===== src/rtl/conv_seq_pkg.sv =====
// Package: shared state type and elaboration helpers for the conversion sequencer.
// Assumes all arguments to the helpers are non-negative integers.
package conv_seq_pkg;

    typedef enum logic [2:0] {
        S_IDLE      = 3'd0,
        S_PULSE     = 3'd1,
        S_WAIT_RISE = 3'd2,
        S_WAIT_FALL = 3'd3,
        S_CAPTURE   = 3'd4
    } seq_state_t;

    // Integer division rounded up.
    function automatic int ceil_div(input int num, input int den);
        return (num + den - 1) / den;
    endfunction

    // Larger of two integers.
    function automatic int imax(input int a, input int b);
        return (a > b) ? a : b;
    endfunction

    // True when a start high time (ns) avoids the forbidden falling-edge interval.
    function automatic bit high_time_legal(input int high_ns, input int period_ns);
        return ((high_ns >= 10)  && (high_ns <= 110)) ||
               ((high_ns >= 160) && (high_ns <= 300)) ||
               ((high_ns > 300)  && (period_ns > 333));
    endfunction

endpackage


===== src/rtl/cs_eoc_sync.sv =====
// Module: cs_eoc_sync
// Brings the asynchronous end-of-conversion level into the clock domain
// through a chain of STAGES flops. Assumes STAGES >= 2 and that the input is
// a level which holds for several clock cycles.
module cs_eoc_sync #(
    parameter int STAGES = 2
) (
    input  logic clk,
    input  logic rst_n,
    input  logic async_in,
    output logic sync_out
);
    logic [STAGES-1:0] chain_q;

    // First stage samples the asynchronous pin.
    always_ff @(posedge clk) begin
        if (!rst_n) chain_q[0] <= 1'b0;
        else        chain_q[0] <= async_in;
    end

    // Remaining stages each move the level one flop along.
    for (genvar g = 1; g < STAGES; g++) begin : g_stage
        always_ff @(posedge clk) begin
            if (!rst_n) chain_q[g] <= 1'b0;
            else        chain_q[g] <= chain_q[g-1];
        end
    end

    assign sync_out = chain_q[STAGES-1];

endmodule


===== src/rtl/cs_pacer.sv =====
// Module: cs_pacer
// Merges the two request sources. In continuous mode a down-counter raises a
// request once every PERIOD_CYC cycles, starting in the first cycle the pacer
// is enabled. In single-shot mode the request input passes straight through.
// Assumes PERIOD_CYC >= 2.
module cs_pacer #(
    parameter int PERIOD_CYC = 34
) (
    input  logic clk,
    input  logic rst_n,
    input  logic mode_cont,
    input  logic run_en,
    input  logic single_req,
    output logic req
);
    localparam int CNT_W = $clog2(PERIOD_CYC + 1);
    localparam logic [CNT_W-1:0] RELOAD = CNT_W'(PERIOD_CYC - 1);

    logic             running;
    logic [CNT_W-1:0] cnt_q;

    assign running = mode_cont & run_en;

    // Period counter: held at zero while stopped, reloads on each tick.
    always_ff @(posedge clk) begin
        if (!rst_n)               cnt_q <= '0;
        else if (!running)        cnt_q <= '0;
        else if (cnt_q == '0)     cnt_q <= RELOAD;
        else                      cnt_q <= cnt_q - 1'b1;
    end

    // Request mux: pacer tick or single-shot request, by mode.
    always_comb begin
        if (mode_cont) req = running && (cnt_q == '0);
        else           req = single_req;
    end

endmodule


===== src/rtl/cs_fsm.sv =====
// Module: cs_fsm
// Runs one conversion: pulse, wait for busy, wait for done, settle, capture.
// A request is accepted only when idle and the synchronised busy level is
// low; any other request is reported as dropped. Both handshake waits are
// bounded by timeouts. Assumes HIGH_CYC, RISE_TO and FALL_TO are >= 1.
module cs_fsm
    import conv_seq_pkg::*;
#(
    parameter int HIGH_CYC = 2,
    parameter int RISE_TO  = 8,
    parameter int FALL_TO  = 48,
    parameter int CAP_DLY  = 2
) (
    input  logic clk,
    input  logic rst_n,
    input  logic req,
    input  logic eoc_busy,
    output logic start_o,
    output logic cap_en,
    output logic overrun_set,
    output logic timeout_set
);
    localparam int MAXV  = imax(imax(HIGH_CYC, RISE_TO), imax(FALL_TO, CAP_DLY + 1));
    localparam int CNT_W = $clog2(MAXV + 1);

    seq_state_t       state_q, state_d;
    logic [CNT_W-1:0] cnt_q, cnt_d;
    logic             start_q, start_d;
    logic             accept;

    assign accept      = req && (state_q == S_IDLE) && !eoc_busy;
    assign overrun_set = req && !accept;
    assign start_o     = start_q;

    // Next-state, counter and pulse decisions for the conversion sequence.
    always_comb begin
        state_d     = state_q;
        cnt_d       = cnt_q;
        start_d     = start_q;
        cap_en      = 1'b0;
        timeout_set = 1'b0;
        case (state_q)
            S_IDLE: begin
                if (accept) begin
                    state_d = S_PULSE;
                    start_d = 1'b1;
                    cnt_d   = CNT_W'(HIGH_CYC - 1);
                end
            end
            S_PULSE: begin
                if (cnt_q == '0) begin
                    start_d = 1'b0;
                    state_d = S_WAIT_RISE;
                    cnt_d   = CNT_W'(RISE_TO - 1);
                end else begin
                    cnt_d = cnt_q - 1'b1;
                end
            end
            S_WAIT_RISE: begin
                if (eoc_busy) begin
                    state_d = S_WAIT_FALL;
                    cnt_d   = CNT_W'(FALL_TO - 1);
                end else if (cnt_q == '0) begin
                    timeout_set = 1'b1;
                    state_d     = S_IDLE;
                end else begin
                    cnt_d = cnt_q - 1'b1;
                end
            end
            S_WAIT_FALL: begin
                if (!eoc_busy) begin
                    state_d = S_CAPTURE;
                    cnt_d   = CNT_W'(CAP_DLY);
                end else if (cnt_q == '0) begin
                    timeout_set = 1'b1;
                    state_d     = S_IDLE;
                end else begin
                    cnt_d = cnt_q - 1'b1;
                end
            end
            S_CAPTURE: begin
                if (cnt_q == '0) begin
                    cap_en  = 1'b1;
                    state_d = S_IDLE;
                end else begin
                    cnt_d = cnt_q - 1'b1;
                end
            end
            default: begin
                state_d = S_IDLE;
                start_d = 1'b0;
            end
        endcase
    end

    // Sequence registers.
    always_ff @(posedge clk) begin
        if (!rst_n) begin
            state_q <= S_IDLE;
            cnt_q   <= '0;
            start_q <= 1'b0;
        end else begin
            state_q <= state_d;
            cnt_q   <= cnt_d;
            start_q <= start_d;
        end
    end

    // Checker state: cycles the start pulse has been high so far.
    logic [CNT_W-1:0] hi_cnt_q;
    always_ff @(posedge clk) begin
        if (!rst_n)       hi_cnt_q <= '0;
        else if (start_q) hi_cnt_q <= hi_cnt_q + 1'b1;
        else              hi_cnt_q <= '0;
    end

    // the pulse never outlasts its configured width.
    p_width_max_r2: assert property (@(posedge clk) disable iff (!rst_n)
        start_q |-> (hi_cnt_q < CNT_W'(HIGH_CYC)));

    // the pulse ends exactly when the configured width is reached.
    p_width_exact_r2: assert property (@(posedge clk) disable iff (!rst_n)
        $fell(start_q) |-> (hi_cnt_q == CNT_W'(HIGH_CYC)));

    // a start edge never follows a cycle with the converter busy.
    p_no_start_busy_r5: assert property (@(posedge clk) disable iff (!rst_n)
        $rose(start_q) |-> !$past(eoc_busy));

    // a request outside idle never produces a start pulse.
    p_no_start_midseq_r6: assert property (@(posedge clk) disable iff (!rst_n)
        (req && (state_q != S_IDLE)) |=> !$rose(start_q));

    // capture only happens with the converter reported done.
    p_cap_when_done_r7: assert property (@(posedge clk) disable iff (!rst_n)
        cap_en |-> !eoc_busy);

endmodule


===== src/rtl/cs_capture.sv =====
// Module: cs_capture
// Latches the converter's parallel word when told to and raises a one-cycle
// valid strobe. Assumes the word is stable whenever cap_en is high.
module cs_capture #(
    parameter int DATA_W = 14
) (
    input  logic              clk,
    input  logic              rst_n,
    input  logic              cap_en,
    input  logic [DATA_W-1:0] data_in,
    output logic [DATA_W-1:0] data_q,
    output logic              valid_q
);
    // Result register with its strobe.
    always_ff @(posedge clk) begin
        if (!rst_n) begin
            data_q  <= '0;
            valid_q <= 1'b0;
        end else begin
            valid_q <= cap_en;
            if (cap_en) data_q <= data_in;
        end
    end

    // the valid strobe is a single-cycle pulse.
    p_valid_one_cycle_r7: assert property (@(posedge clk) disable iff (!rst_n)
        valid_q |=> !valid_q);

    // the result register only moves together with a strobe.
    p_data_hold_r7: assert property (@(posedge clk) disable iff (!rst_n)
        !valid_q |-> $stable(data_q) || $past(!rst_n));

endmodule


===== src/rtl/cs_flags.sv =====
// Module: cs_flags
// Keeps the sticky overrun and timeout flags. A set in the same cycle as a
// clear wins. Assumes the set inputs are single-cycle events.
module cs_flags (
    input  logic clk,
    input  logic rst_n,
    input  logic ovr_set,
    input  logic tmo_set,
    input  logic clr,
    output logic overrun_q,
    output logic timeout_q
);
    // Overrun flag: set dominates clear.
    always_ff @(posedge clk) begin
        if (!rst_n)       overrun_q <= 1'b0;
        else if (ovr_set) overrun_q <= 1'b1;
        else if (clr)     overrun_q <= 1'b0;
    end

    // Timeout flag: set dominates clear.
    always_ff @(posedge clk) begin
        if (!rst_n)       timeout_q <= 1'b0;
        else if (tmo_set) timeout_q <= 1'b1;
        else if (clr)     timeout_q <= 1'b0;
    end

    // the flag holds without a clear.
    p_overrun_hold_r11: assert property (@(posedge clk) disable iff (!rst_n)
        (overrun_q && !clr) |=> overrun_q);

    // a set always lands, even against a clear.
    p_set_wins_r11: assert property (@(posedge clk) disable iff (!rst_n)
        (ovr_set && clr) |=> overrun_q);

    // a timeout event always shows on the error flag.
    p_timeout_flag_r9: assert property (@(posedge clk) disable iff (!rst_n)
        tmo_set |=> timeout_q);

endmodule


===== src/rtl/conv_sequencer.sv =====
// Module: conv_sequencer (top)
// Sequences an external sampling converter: paced or single-shot starts,
// synchronised busy handshake, delayed capture, sticky error flags. At
// elaboration the start width and sample period are forced legal for a
// clock of CLK_NS nanoseconds. Assumes eoc_in is high while converting.
module conv_sequencer
    import conv_seq_pkg::*;
#(
    parameter int DATA_W        = 14,
    parameter int CLK_NS        = 10,
    parameter int SAMPLE_PERIOD = 34,
    parameter int START_HIGH    = 2,
    parameter int RISE_TIMEOUT  = 8,
    parameter int FALL_TIMEOUT  = 48,
    parameter int CAPTURE_DELAY = 2,
    parameter int SYNC_STAGES   = 2
) (
    input  logic              clk,
    input  logic              rst_n,
    input  logic              mode_cont,
    input  logic              run_en,
    input  logic              single_req,
    input  logic              flag_clr,
    input  logic              eoc_in,
    input  logic [DATA_W-1:0] adc_data,
    output logic              start_conv,
    output logic [DATA_W-1:0] sample_data,
    output logic              sample_valid,
    output logic              overrun,
    output logic              timeout_err
);
    // Start width: keep the request if legal, else the shortest legal width.
    localparam int  MIN_HIGH_CYC = imax(1, ceil_div(10, CLK_NS));
    localparam bit  HIGH_OK      = high_time_legal(START_HIGH * CLK_NS, SAMPLE_PERIOD * CLK_NS);
    localparam int  HIGH_CYC     = HIGH_OK ? START_HIGH : MIN_HIGH_CYC;
    // Period: at least the converter's minimum and room for the low time.
    localparam int  MIN_PER_CYC  = imax(ceil_div(333, CLK_NS), HIGH_CYC + ceil_div(30, CLK_NS));
    localparam int  PERIOD_CYC   = imax(SAMPLE_PERIOD, MIN_PER_CYC);
    // The wait for busy also guarantees the low time before a retry.
    localparam int  RISE_CYC     = imax(RISE_TIMEOUT, ceil_div(30, CLK_NS));
    localparam int  FALL_CYC     = imax(FALL_TIMEOUT, 1);
    localparam int  SYNC_N       = imax(SYNC_STAGES, 2);

    logic eoc_busy;
    logic req;
    logic cap_en;
    logic ovr_set;
    logic tmo_set;

    cs_eoc_sync #(.STAGES(SYNC_N)) u_sync (
        .clk      (clk),
        .rst_n    (rst_n),
        .async_in (eoc_in),
        .sync_out (eoc_busy)
    );

    cs_pacer #(.PERIOD_CYC(PERIOD_CYC)) u_pacer (
        .clk        (clk),
        .rst_n      (rst_n),
        .mode_cont  (mode_cont),
        .run_en     (run_en),
        .single_req (single_req),
        .req        (req)
    );

    cs_fsm #(
        .HIGH_CYC (HIGH_CYC),
        .RISE_TO  (RISE_CYC),
        .FALL_TO  (FALL_CYC),
        .CAP_DLY  (CAPTURE_DELAY)
    ) u_fsm (
        .clk         (clk),
        .rst_n       (rst_n),
        .req         (req),
        .eoc_busy    (eoc_busy),
        .start_o     (start_conv),
        .cap_en      (cap_en),
        .overrun_set (ovr_set),
        .timeout_set (tmo_set)
    );

    cs_capture #(.DATA_W(DATA_W)) u_capture (
        .clk     (clk),
        .rst_n   (rst_n),
        .cap_en  (cap_en),
        .data_in (adc_data),
        .data_q  (sample_data),
        .valid_q (sample_valid)
    );

    cs_flags u_flags (
        .clk       (clk),
        .rst_n     (rst_n),
        .ovr_set   (ovr_set),
        .tmo_set   (tmo_set),
        .clr       (flag_clr),
        .overrun_q (overrun),
        .timeout_q (timeout_err)
    );

    // everything visible is quiet in the cycle after a reset edge.
    p_reset_quiet_r1: assert property (@(posedge clk)
        $past(!rst_n) |-> (!start_conv && !sample_valid && !overrun && !timeout_err));

    // a sample is never strobed while a start pulse is high.
    p_no_valid_in_pulse_r7: assert property (@(posedge clk) disable iff (!rst_n)
        sample_valid |-> !start_conv);

endmodule


===== config.mk =====
export PLATFORM = sky130hd
export DESIGN_NAME = conv_sequencer
export DESIGN_NICKNAME = d
export VERILOG_FILES = /design/src/rtl/conv_seq_pkg.sv /design/src/rtl/cs_eoc_sync.sv /design/src/rtl/cs_pacer.sv /design/src/rtl/cs_fsm.sv /design/src/rtl/cs_capture.sv /design/src/rtl/cs_flags.sv /design/src/rtl/conv_sequencer.sv
export SDC_FILE = /design/constraint.sdc
export NUM_CORES = 1
export LEC_CHECK = 0
export BUFFER_PORTS_ARGS = -buffer_cell sky130_fd_sc_hd__clkbuf_2
export CAP_MARGIN = 25
export CORE_MARGIN = 2
export CORE_UTILIZATION = 45
export DETAILED_ROUTE_END_ITERATION = 8
export PLACE_DENSITY = 0.7
export SLEW_MARGIN = 20
export SYNTH_ARGS = -nofsm -noshare
export SYNTH_HDL_FRONTEND = slang
export SYNTH_HIERARCHICAL = 1
export SYNTH_SLANG_ARGS = --single-unit

===== constraint.sdc =====
create_clock -name clk -period 1.8 [get_ports clk]
set_input_delay 0.18 -clock clk [delete_from_list [all_inputs] [get_ports clk]]
set_output_delay 0.18 -clock clk [all_outputs]
set_load 0.01 [all_outputs]

==> impl_results.md, run 1 <==
* Final Wtd Congestion at 0.807
* Area of the multi-input gates at 1120 um^2
* WL per Instance at 13.0 um
* Max Root-Sink Buffers at 2
* HP Start: eoc_in
* Netlist cell types at 46
* Area Growth Syn to Fin at 35.5%
* # rows at 23
* Accumulated negative setup slack at -5.22 ps
* PwrDens at 1120 nW/um^2
* HPWL after detailed placement at 2.72 mm
* Sequential cell area at 702 um^2
* Gr ovfl total at 0
* # DRC at 0
* Worst Setup Path Type: reg2reg
* Most frequent cells in the layout: 38 x clkbuf_2, 34 x dfxtp_1, 25 x buf_4
* Syn_area_per_cell at 9.25 um^2
* Ys Warns at 6
* Min setup slack post-route at -4.75 ps
* Final setup viols at 2
* F_max at 554 MHz
* Async set-reset flop share out of synthesis at 0%
* CTS Buf Count at 5
* Drt via density at 5.25
* Final WL at 4.10 mm
* Yosys reg bits at 35
* Core area at 3970 um^2
* Die height at 68.0 um
* Fill cell count at 316
* Crit path launch type: flip-flop
* Slowest-stage cell, CP: a2111oi_0
* Hold Crit Depth at 2
* Hold crit path type: in2reg
* Post-layout min period at 1800 ps
* Starting Density at 46.3%
* CTS clk-pin slew, worst paths at 70 ps
* Worst vdd ir at 520 uV
* Synthesized cell area at 1840 um^2
* Post-route design area at 2490 um^2
* Total Nets Final at 289
* Post-Syn Nets at 225
* First-pass GRT wire length at 6.04 mm
* Normalized max-slew margin at 68.5%
* Clk Tree Root Cell: clkbuf_8
* Max Cap Viol at 0
* Vias in the first global route at 1371
* Final hold violation count at 0
* Reg2Reg Setup Slack at -5 ps
* Reg2reg path depth at 8
* Arrival @ worst endpoint at 2020 ps
* RSZ-0062 raised after global routing: yes
* TritonRoute pass-1 iters at 4
* Status: finished, violations left
* Vias at 1648
* Deepest level of the CTS H-tree at 2
* Most common cell after layout, fill and taps aside: clkbuf_2
* Worst-margin pin slew at 472 ps
* CP cell instances: inv_2 > ha_4 > nor2b_4 > buf_4 > buf_4 > a2111oi_0 > o21ai_0 > a31oi_1
* RR Startpoint: u_fsm/cnt_q[0]
* Layout cells sized above 1 at 39.4%
* DP Worst Slack at -61.3 ps
* ANT cells at 0
* GRT Util Overall at 17.5%
* IO Pins at 39
* CP max FO at 2
* Crit path capture type: flip-flop
* Crit path required time at 2010 ps
* Die ar. at 4620 um^2
* Post-DRT Antenna Nets at 0
* Sequential element share of the synthesized area at 38.1%
* Initial antenna violation count at 0
* Failing checks: setup timing
* Initial drt markers at 58
* Cell area after placement at 2220 um^2
* Power consumption at 2.80 mW
* CTS tree: done
* Primary FF master, synth: dfxtp_1
* Fin. max-slew vios at 0
* Num Clock Sinks at 35
* Port Buffers at 38
* Die Width at 68.0 um
* FF-to-FF End: u_fsm/cnt_q[2]
* Period utilisation layout at 100%
* Slowest cell delay on critical path at 450 ps
* Clock Latency Late Sink at 290 ps
* Top cell by count, worst path: buf_4
* Pleak at 0.995 nW
* Post-synth EDFFs at 0
* Post-synthesis instance total at 199
* Maximum number of pins on one net before global-route repair at 27
* Clk_skew at 5.25 ps
* Hold Path Sink: u_sync/chain_q[0]
-- where the power goes --
part           leakage [nW]  internal [mW]  switching, mW  total (mW)
combinational         0.645          0.556          0.512        1.07
clock                0.0654          0.554          0.286       0.840
sequential            0.285          0.831         0.0643       0.896
-- sequential cells by signal (all words and copies together) (netlist names) --
register	count
u_capture/data_q	14
u_flags/timeout_q	1
u_fsm/cnt_q	6
u_fsm/start_o	1
u_sync/sync_out	1
u_fsm/state_q	3
u_sync/chain_q	1
u_pacer/cnt_q	6
u_flags/overrun_q	1
u_capture/valid_q	1
-- cell families after synthesis --
family	synth area share (%)
xor+xnor	2.86
compound gates	18.6
flops	38.1
simple gates	23.7
mux	7.61
buf+inv	5.78
fa+ha+maj	3.40
-- metrics by stage --
stage          hold WS (ps)  instances  util, %
6_report               93.8        314     62.8
2_1_floorplan           298        199        -
4_1_cts                84.5        308     59.5
5_1_grt                91.2        314     62.8
3_3_place_gp            390        300     55.9
3_5_place_dp            389        300     55.9
-- cells in the mapped netlist (all sizes together), types with 2 or more instances --
cell    instances  area [um^2]
nand2b          7         43.8
or3             2         22.5
a21oi          12         60.1
dfxtp          35          701
o21ai          11         62.6
buf             5         52.6
nor2b          19          119
a21boi          3         22.5
inv            10         37.5
nor3b           2         15.0
nor3            7         57.6
nand3           5         25.0
a31o            2         26.3
nor2           13         58.8
xnor2           5         43.8
and3            2         12.5
ha              5         62.6
o21a            4         30.0
o22ai           2         12.5
mux2i          14          140
nand2           6         22.5
nor4            3         25.0
a31oi           3         18.8
o211ai          2         15.0
a32oi           2         17.5
o221ai          2         17.5
clkbuf          4         16.3
and2            3         20.0
-- final cells by class --
class | count | area share [%]
timing repair buffer | 66 | 17.4
inverter | 10 | 1.51
sequential | 35 | 28.1
clock inverter | 2 | 2.41
clock buffer | 6 | 2.91
tap | 50 | 2.51
multi-input combinational | 145 | 45.1
-- routing by layer --
metal	track usage (%)	part of all wire (%)
met1	21.0	46
met2	29.6	47
met3	3.13	4.4
met4	9.00	1.9
met5	0	0
-- worst max-delay path by stage --
stage	start	endpoint	slack, ps	cells after the start
6_report	u_fsm/cnt_q[0]	u_fsm/cnt_q[2]	-5	8
5_1_grt	u_fsm/cnt_q[1]	u_capture/data_q[1]	-120	10
4_1_cts	u_fsm/cnt_q[2]	u_fsm/cnt_q[0]	9	7
3_5_place_dp	u_pacer/cnt_q[0]	u_fsm/state_q[1]	-60	8
3_3_place_gp	u_pacer/cnt_q[0]	u_fsm/state_q[1]	-20	8
2_1_floorplan	u_fsm/cnt_q[0]	u_fsm/cnt_q[0]	20	9
-- repair_timing --
item | CTS | global route
gates cloned | 0 | 1
setup buffers | 0 | 5
setup endpoints to repair | 2 | 18
resized for setup | 2 | 16
hold buffers | 0 | 0
pin swaps | 0 | 7
-- worst max-delay path: cells and delay by family, from the launching register on --
kind / cells / cell delay [ps]
AND/OR/NAND/NOR: 1 / 130
adder cells (fa/ha/maj): 1 / 150
buffers and inverters: 3 / 300
flip-flops: 1 / 340
AO/OA/AOI/OAI: 3 / 800
Note: power is estimated with default switching activity, not from simulation.
==> run 2: changes to the inputs <==
Settings changed: CORE_MARGIN 2 to 3, CORE_UTILIZATION 45 to 48, GPL_TIMING_DRIVEN set to 1, PLACE_DENSITY 0.7 to 0.74.
==> run 2 against run 1 <==
  * The run now ends clean
  * Fmax up 7.4%
  * Largest cell class unchanged
  * Sequential power barely moved
  * Design area down 4.7%
  * Critical endpoint is now u_fsm/cnt_q[1]
  * Largest power group unchanged
  * Worst hold slack worse by 13 ps
  * First-iteration DRC count rose by 8.6%
  * Critical path depth rose by 1
  * Combinational power decreased by 6%
  * Power decreased by 12%
  * Global-route usage is 2.8 points higher
  * Utilization grew 4.7 points
  * Via count decreased by 0.73%
  * Setup slack better by 130 ps
==> impl_results.md, run 2 (synthesis gave the netlist of run 1 again) <==
* # DRC at 0 (unchanged)
* Num Clock Sinks at 35 (unchanged)
* Vias at 1636 (-0.73%)
* Initial antenna violation count at 0 (unchanged)
* Area Growth Syn to Fin at 29.2%
* Clk_skew at 7.61 ps (+2.37 ps)
* Die Width at 67.9 um (about the same)
* Slowest-stage cell, CP: dfxtp_1
* Sum of buffers and inverters on the critical path at 2 (-1)
* Crit path required time at 2010 ps (about the same)
* Worst-margin pin slew at 410 ps (-61.4 ps)
* Final cell count without fillers at 306 (-2.5%)
* CP max FO at 3 (+1)
* WL per Instance at 14.1 um (+8.5%)
* Power consumption at 2.46 mW (-12%)
* Deepest level of the CTS H-tree at 2 (unchanged)
* Initial drt markers at 63 (+8.6%)
* CTS clk-pin slew, worst paths at 70 ps (about the same)
* Slowest cell delay on critical path at 360 ps (-90 ps)
* TritonRoute pass-1 iters at 4 (unchanged)
* Core area at 3520 um^2 (-11%)
* Arrival @ worst endpoint at 1890 ps (-130 ps)
* Normalized max-slew margin at 72.6% (+4.1 points)
* Largest regs: u_capture/data_q: 14 flops, u_fsm/cnt_q: 6 flops, u_pacer/cnt_q: 6 flops
* Worst vdd ir at 540 uV (+3.8%)
* Max Cap Viol at 0 (unchanged)
* Fill cell count at 299 (-5.4%)
* F_max at 595 MHz (+7.4%)
* Total Nets Final at 285 (-1.4%)
* Die ar. at 4610 um^2 (-0.10%)
* Status: complete, no violations
* First-pass GRT wire length at 6.97 mm (+15%)
* Final Wtd Congestion at 0.871 (+8.0%)
* Layout Utilization at 67.5% (+4.7 points)
* Clock Latency Late Sink at 290 ps (about the same)
* Final setup viols at 0 (-2)
* Clk Tree Root Cell: clkbuf_8
* Sequential cell area at 701 um^2 (-0.18%)
* CTS tree: done
* Post-DRT Antenna Nets at 0 (unchanged)
* Pleak at 0.946 nW (-4.9%)
* Most frequent cells in the layout: 38 x clkbuf_2, 35 x dfxtp_1, 22 x buf_4
* Final WL at 4.33 mm (+5.7%)
* CP cell instances: inv_1 > ha_2 > nand3_2 > o22ai_2 > buf_4 > o21ba_2 > o31ai_1 > a32oi_1 > a21oi_1
* Die height at 67.9 um (about the same)
* GRT Util Overall at 20.3% (+2.8 points)
* Crit path launch type: flip-flop
* Placed insts at 297 (-1.0%)
* Final hold violation count at 0 (unchanged)
* Maximum number of pins on one net before global-route repair at 16 (-41%)
* CTS Buf Count at 5 (unchanged)
* IO Pins at 39 (unchanged)
* Gr ovfl total at 0 (unchanged)
* Area of the multi-input gates at 1120 um^2 (-0.56%)
* Layout cells sized above 1 at 37.7% (-1.7 points)
* Biggest register: u_capture/data_q
* Port Buffers at 38 (unchanged)
* Period utilisation layout at 93.3% (-6.9 points)
* HPWL after detailed placement at 3.15 mm (+16%)
* Vias in the first global route at 1564 (+14%)
* Drt via density at 5.35 (+1.9%)
* Max Root-Sink Buffers at 2 (unchanged)
* Post-layout min period at 1680 ps (-125 ps)
* PwrDens at 1030 nW/um^2 (-8.1%)
* Worst Setup Path Type: reg2reg
* Starting Density at 52.3% (+5.9 points)
* Crit path capture type: flip-flop
* # rows at 21 (-8.7%)
* Most common cell after layout, fill and taps aside: clkbuf_2
* ANT cells at 0 (unchanged)
* Max FFs per register at 14 (unchanged)
* Fin. max-slew vios at 0 (unchanged)
* Hold crit path type: in2reg
* Delay-heaviest family, CP: compound AO/OA/AOI/OAI gates
## run 2: through the flow
| stage | instance area, um^2 | setup WS (ps) | TNS, ps | hold WS, ps |
|---|---|---|---|---|
| after floorplan | 1850 | 15.2 | 0 | 298 |
| after global placement | 2210 | 24.8 | 0 | 381 |
| after detailed placement | 2210 | -74.9 | -204 | 384 |
| after CTS | 2320 | 5.33 | 0 | 81.6 |
| after global routing | 2380 | -5.82 | -7.20 | 102 |
| final | 2380 | 120 | 0 | 81.3 |
## run 2: area by class of cell
| cell class | count | share of cell area [%] |
|---|---|---|
| Inverter | 10 | 1.58 |
| Sequential cell | 35 | 29.5 |
| Clock buffer | 6 | 3.05 |
| Timing Repair Buffer | 62 | 15.9 |
| Tap cell | 46 | 2.42 |
| Clock inverter | 2 | 0.526 |
| Multi-Input combinational cell | 145 | 47.1 |
## run 2: routing by layer
metal / track usage (%) / wire length (um)
met1: 22.4 / 1810
met2: 36.0 / 2190
met3: 5.42 / 232
met4: 9.18 / 94
met5: 0 / 0
## run 2: worst paths after layout
check,endpoint,slack [ps],from,cells after the start
worst max-delay path,u_fsm/cnt_q[1],120,u_pacer/cnt_q[1],9
worst min-delay path,u_sync/chain_q[0],80,eoc_in,2
worst max register to register,u_fsm/cnt_q[1],120,u_pacer/cnt_q[1],9
worst min register to register,u_sync/sync_out,460,u_sync/chain_q[0],1
## run 2: report_power, final
| part | total [mW] | switching [mW] | internal [mW] |
|---|---|---|---|
| combinational | 1.01 | 0.516 | 0.493 |
| sequential | 0.893 | 0.0634 | 0.830 |
| clock | 0.553 | 0.283 | 0.270 |
| total | 2.46 | 0.862 | 1.59 |
## run 2: repair_timing
action | CTS | global route
setup endpoints to repair | 15 | 19
setup buffers | 1 | 1
hold buffers | 0 | 0
pin swaps | 2 | 3
hold endpoints to repair | 0 | 0
gates resized for setup | 7 | 11
==> run 3: changes to the inputs <==
Settings changed: ABC_AREA set to 1, PLACE_DENSITY 0.74 to 0.75.
==> run 3 against run 2 <==
  * Worst hold slack better by 6.4 ps
  * Power up 13%
  * First-iteration DRC count up 51%
  * Routed wire length down 18%
  * Critical endpoint unchanged
  * Fmax up 1.9%
  * Critical path depth up 2
  * Highest routed layer unchanged
  * Synthesized cell count up 36%
  * Sequential cell count unchanged
  * Sequential power up 8.7%
  * Register-to-register slack better by 30 ps
  * Sequential share of layout area up 3.4 points
==> impl_results.md, run 3 <==
* Status: complete, no violations
* Placed insts at 353 (+19%)
* Initial antenna violation count at 0 (unchanged)
* Crit path capture type: flip-flop
* First-pass GRT wire length at 6.18 mm (-11%)
* Netlist cell types at 26 (-43%)
* Total Nets Final at 342 (+20%)
* Clock Latency Late Sink at 280 ps (about the same)
* Die Width at 66.8 um (-1.7%)
* Die height at 66.8 um (-1.7%)
* Initial drt markers at 95 (+51%)
* Max Root-Sink Buffers at 2 (unchanged)
* HPWL after detailed placement at 2.61 mm (-17%)
* Leading cell type by number of instances after synthesis: nand2_1
* Worst vdd ir at 657 uV (+22%)
* Starting Density at 51.5% (-0.80 points)
* CP max FO at 6 (+3)
* Yosys reg bits at 35 (unchanged)
* RR Startpoint: u_pacer/cnt_q[0]
* Accumulated negative setup slack at 0 ps (unchanged)
* Crit path launch type: flip-flop
* TritonRoute pass-1 iters at 5 (+1)
* Final Wtd Congestion at 0.835 (-4.2%)
* Power consumption at 2.77 mW (+13%)
* WL per Instance at 9.84 um (-30%)
* # rows at 21 (unchanged)
* Cell area after placement at 2020 um^2 (-8.8%)
* Post-route design area at 2130 um^2 (-10%)
* Largest regs: u_capture/data_q: 14 flops, u_fsm/cnt_q: 6 flops, u_pacer/cnt_q: 6 flops
* Reg2reg path depth at 11 (+2)
* Gr ovfl total at 0 (unchanged)
* Post-DRT Antenna Nets at 0 (unchanged)
* ANT cells at 0 (unchanged)
* Arrival @ worst endpoint at 1830 ps (-60 ps)
* Vias at 1656 (+1.2%)
* Max Cap Viol at 0 (unchanged)
* Switching power at 1.09 mW (+27%)
* RSZ-0062 raised after global routing: no
* Fin. max-slew vios at 0 (unchanged)
* Layout Utilization at 62.0% (-5.5 points)
* Most instantiated cells after synthesis: 72 x nand2_1, 45 x nor2_1, 44 x inv_1
* Maximum number of pins on one net before global-route repair at 30 (+14)
* Sw Ratio at 39.5% (+4.3 points)
* Synth area leader: dfxtp_1
* Async set-reset flop share out of synthesis at 0% (unchanged)
* Clk pwr share at 22.0% (-0.5 points)
* Hold Path Sink: u_sync/chain_q[0]
* Ys Warns at 6 (unchanged)
* Final WL at 3.57 mm (-18%)
* Min Hold Slack at 87.6 ps (+6.36 ps)
* Area Growth Syn to Fin at 20.5%
* Hold Crit Depth at 3 (+1)
* Reg2Reg Setup Slack at 150 ps (+30 ps)
* Final cell count without fillers at 363 (+19%)
* Drt via density at 4.56 (-15%)
* Syn_area_per_cell at 6.54 um^2 (-29%)
* Vias in the first global route at 1524 (-2.6%)
* PwrDens at 1300 nW/um^2 (+26%)
* Num Clock Sinks at 35 (unchanged)
* Max FFs per register at 14 (unchanged)
* FF-to-FF End: u_fsm/cnt_q[1]
* Post-synthesis instance total at 271 (+36%)
* Clk Tree Root Cell: clkbuf_8
* # DRC at 0 (unchanged)
* Top post-synthesis cells by area: dfxtp_1 40%, nand2_1 15%, nor2_1 9.5%
* Clk_skew at 4.30 ps (-3.32 ps)
* Primary FF master, synth: dfxtp_1
* HP Start: eoc_in
* CTS clk-pin slew, worst paths at 60 ps (about the same)
* Period utilisation layout at 91.6% (-1.7 points)
* Biggest register: u_capture/data_q
* GRT Util Overall at 18.4% (-1.9 points)
* Hold crit path type: in2reg
* Most common cell after layout, fill and taps aside: nand2_1
* Final setup viols at 0 (unchanged)
* Hold Buf Count CTS at 0 (unchanged)
* Post-layout min period at 1650 ps (-30.8 ps)
* Die ar. at 4460 um^2 (-3.4%)
* Seq pwr share at 35.0% (-1.4 points)
* Final hold violation count at 0 (unchanged)
* F_max at 606 MHz (+1.9%)
* DP Worst Slack at 73.4 ps (+148 ps)
* Share of the synthesized area in the top cell type at 39.5% (+1.5 points)
* Core area at 3440 um^2 (-2.2%)
* CTS tree: done
* Most frequent cells in the layout: 72 x nand2_1, 45 x nor2_1, 43 x inv_1
* Port Buffers at 38 (unchanged)
* Min setup slack post-route at 151 ps (+30.8 ps)
* Sequential element share of the synthesized area at 39.5% (+1.5 points)
* CTS Buf Count at 5 (unchanged)
* Crit path required time at 1990 ps (-20 ps)
* Layout cells sized above 1 at 21.8% (-16 points)
* Worst-margin pin slew at 335 ps (-74.7 ps)
* Worst Setup Path Type: reg2reg
* IO Pins at 39 (unchanged)
* Logic pwr share at 43.0% (+1.9 points)
* Post-synth EDFFs at 0 (unchanged)
* Post-Syn Nets at 297 (+32%)
* Pint at 1.68 mW (+5.4%)
* Synthesized cell area at 1770 um^2 (-3.7%)
* Deepest level of the CTS H-tree at 2 (unchanged)
* Pleak at 1.16 nW (+23%)
* Normalized max-slew margin at 77.6% (+5.0 points)
==> run 3: cell types whose count changed after synthesis, sizes merged, moves of 6 or more <==
cell	before	now
nand2b	7	0
nor2b	19	0
nand2	6	77
nand3	5	19
inv	10	49
nor2	13	49
mux2i	14	0
nor3	7	1
==> run 3: logic make-up (layout without fill, tap and decap cells) <==
kind of cell / after synthesis / count (layout) / synth area share [%]
AND/OR/NAND/NOR: 153 / 153 / 36.7
AO/OA/AOI/OAI: 22 / 22 / 6.71
XOR/XNOR: 2 / 2 / 0.989
adder cells (fa/ha/maj): 5 / 5 / 3.53
buffers and inverters: 54 / 100 / 12.6
flip-flops: 35 / 35 / 39.5
==> run 3: final cells by class <==
class / instances / area (um^2)
multi-input combinational: 182 / 852
sequential: 35 / 701
inverter: 49 / 184
timing repair buffer: 43 / 240
tap: 46 / 57.6
clock buffer: 8 / 100
fill: 308 / 1310
==> run 3: per-layer routing <==
layer / vias to the layer above / track usage, % / share of wire [%]
met5: - / 0 / 0
met2: 31 / 29.1 / 45
met3: 6 / 5.23 / 4.6
li1: 912 / - / -
met4: 0 / 9.90 / 2.0
met1: 707 / 22.3 / 48
==> run 3: worst max-delay path, stage by stage (launching register included) <==
cell     delay (ps)
dfxtp_1         320
inv_2            90
ha_1            160
nand4_1         170
o21ai_2         210
inv_1            80
o21ai_2         150
nand2_2         120
nand2_1          80
nand3_1          70
nand2_1          60
inv_1            40
==> run 3: worst max path at each step <==
| stage | startpoint | end | depth (start not counted) |
|---|---|---|---|
| final | u_pacer/cnt_q[0] | u_fsm/cnt_q[1] | 11 |
| after global routing | u_pacer/cnt_q[0] | u_fsm/cnt_q[2] | 11 |
| after CTS | u_pacer/cnt_q[0] | u_fsm/cnt_q[1] | 11 |
| after detailed placement | u_pacer/cnt_q[0] | u_fsm/cnt_q[1] | 11 |
| after global placement | u_pacer/cnt_q[0] | u_fsm/cnt_q[2] | 11 |
| after floorplan | u_fsm/cnt_q[0] | u_fsm/cnt_q[0] | 9 |
==> run 3: power groups by stage <==
stage          Combinational (mW)  Clock (mW)  Sequential [mW]
2_1_floorplan               0.934           0            0.973
3_3_place_gp                 1.17           0            0.988
3_5_place_dp                 1.18           0            0.985
4_1_cts                      1.18       0.630            0.969
5_1_grt                      1.36       0.670            0.984
6_report                     1.19       0.611            0.971
==> run 3: timing repair <==
action,in CTS,in global routing
resized for setup,0,3
buffers inserted,0,2
setup endpoints to repair,0,9
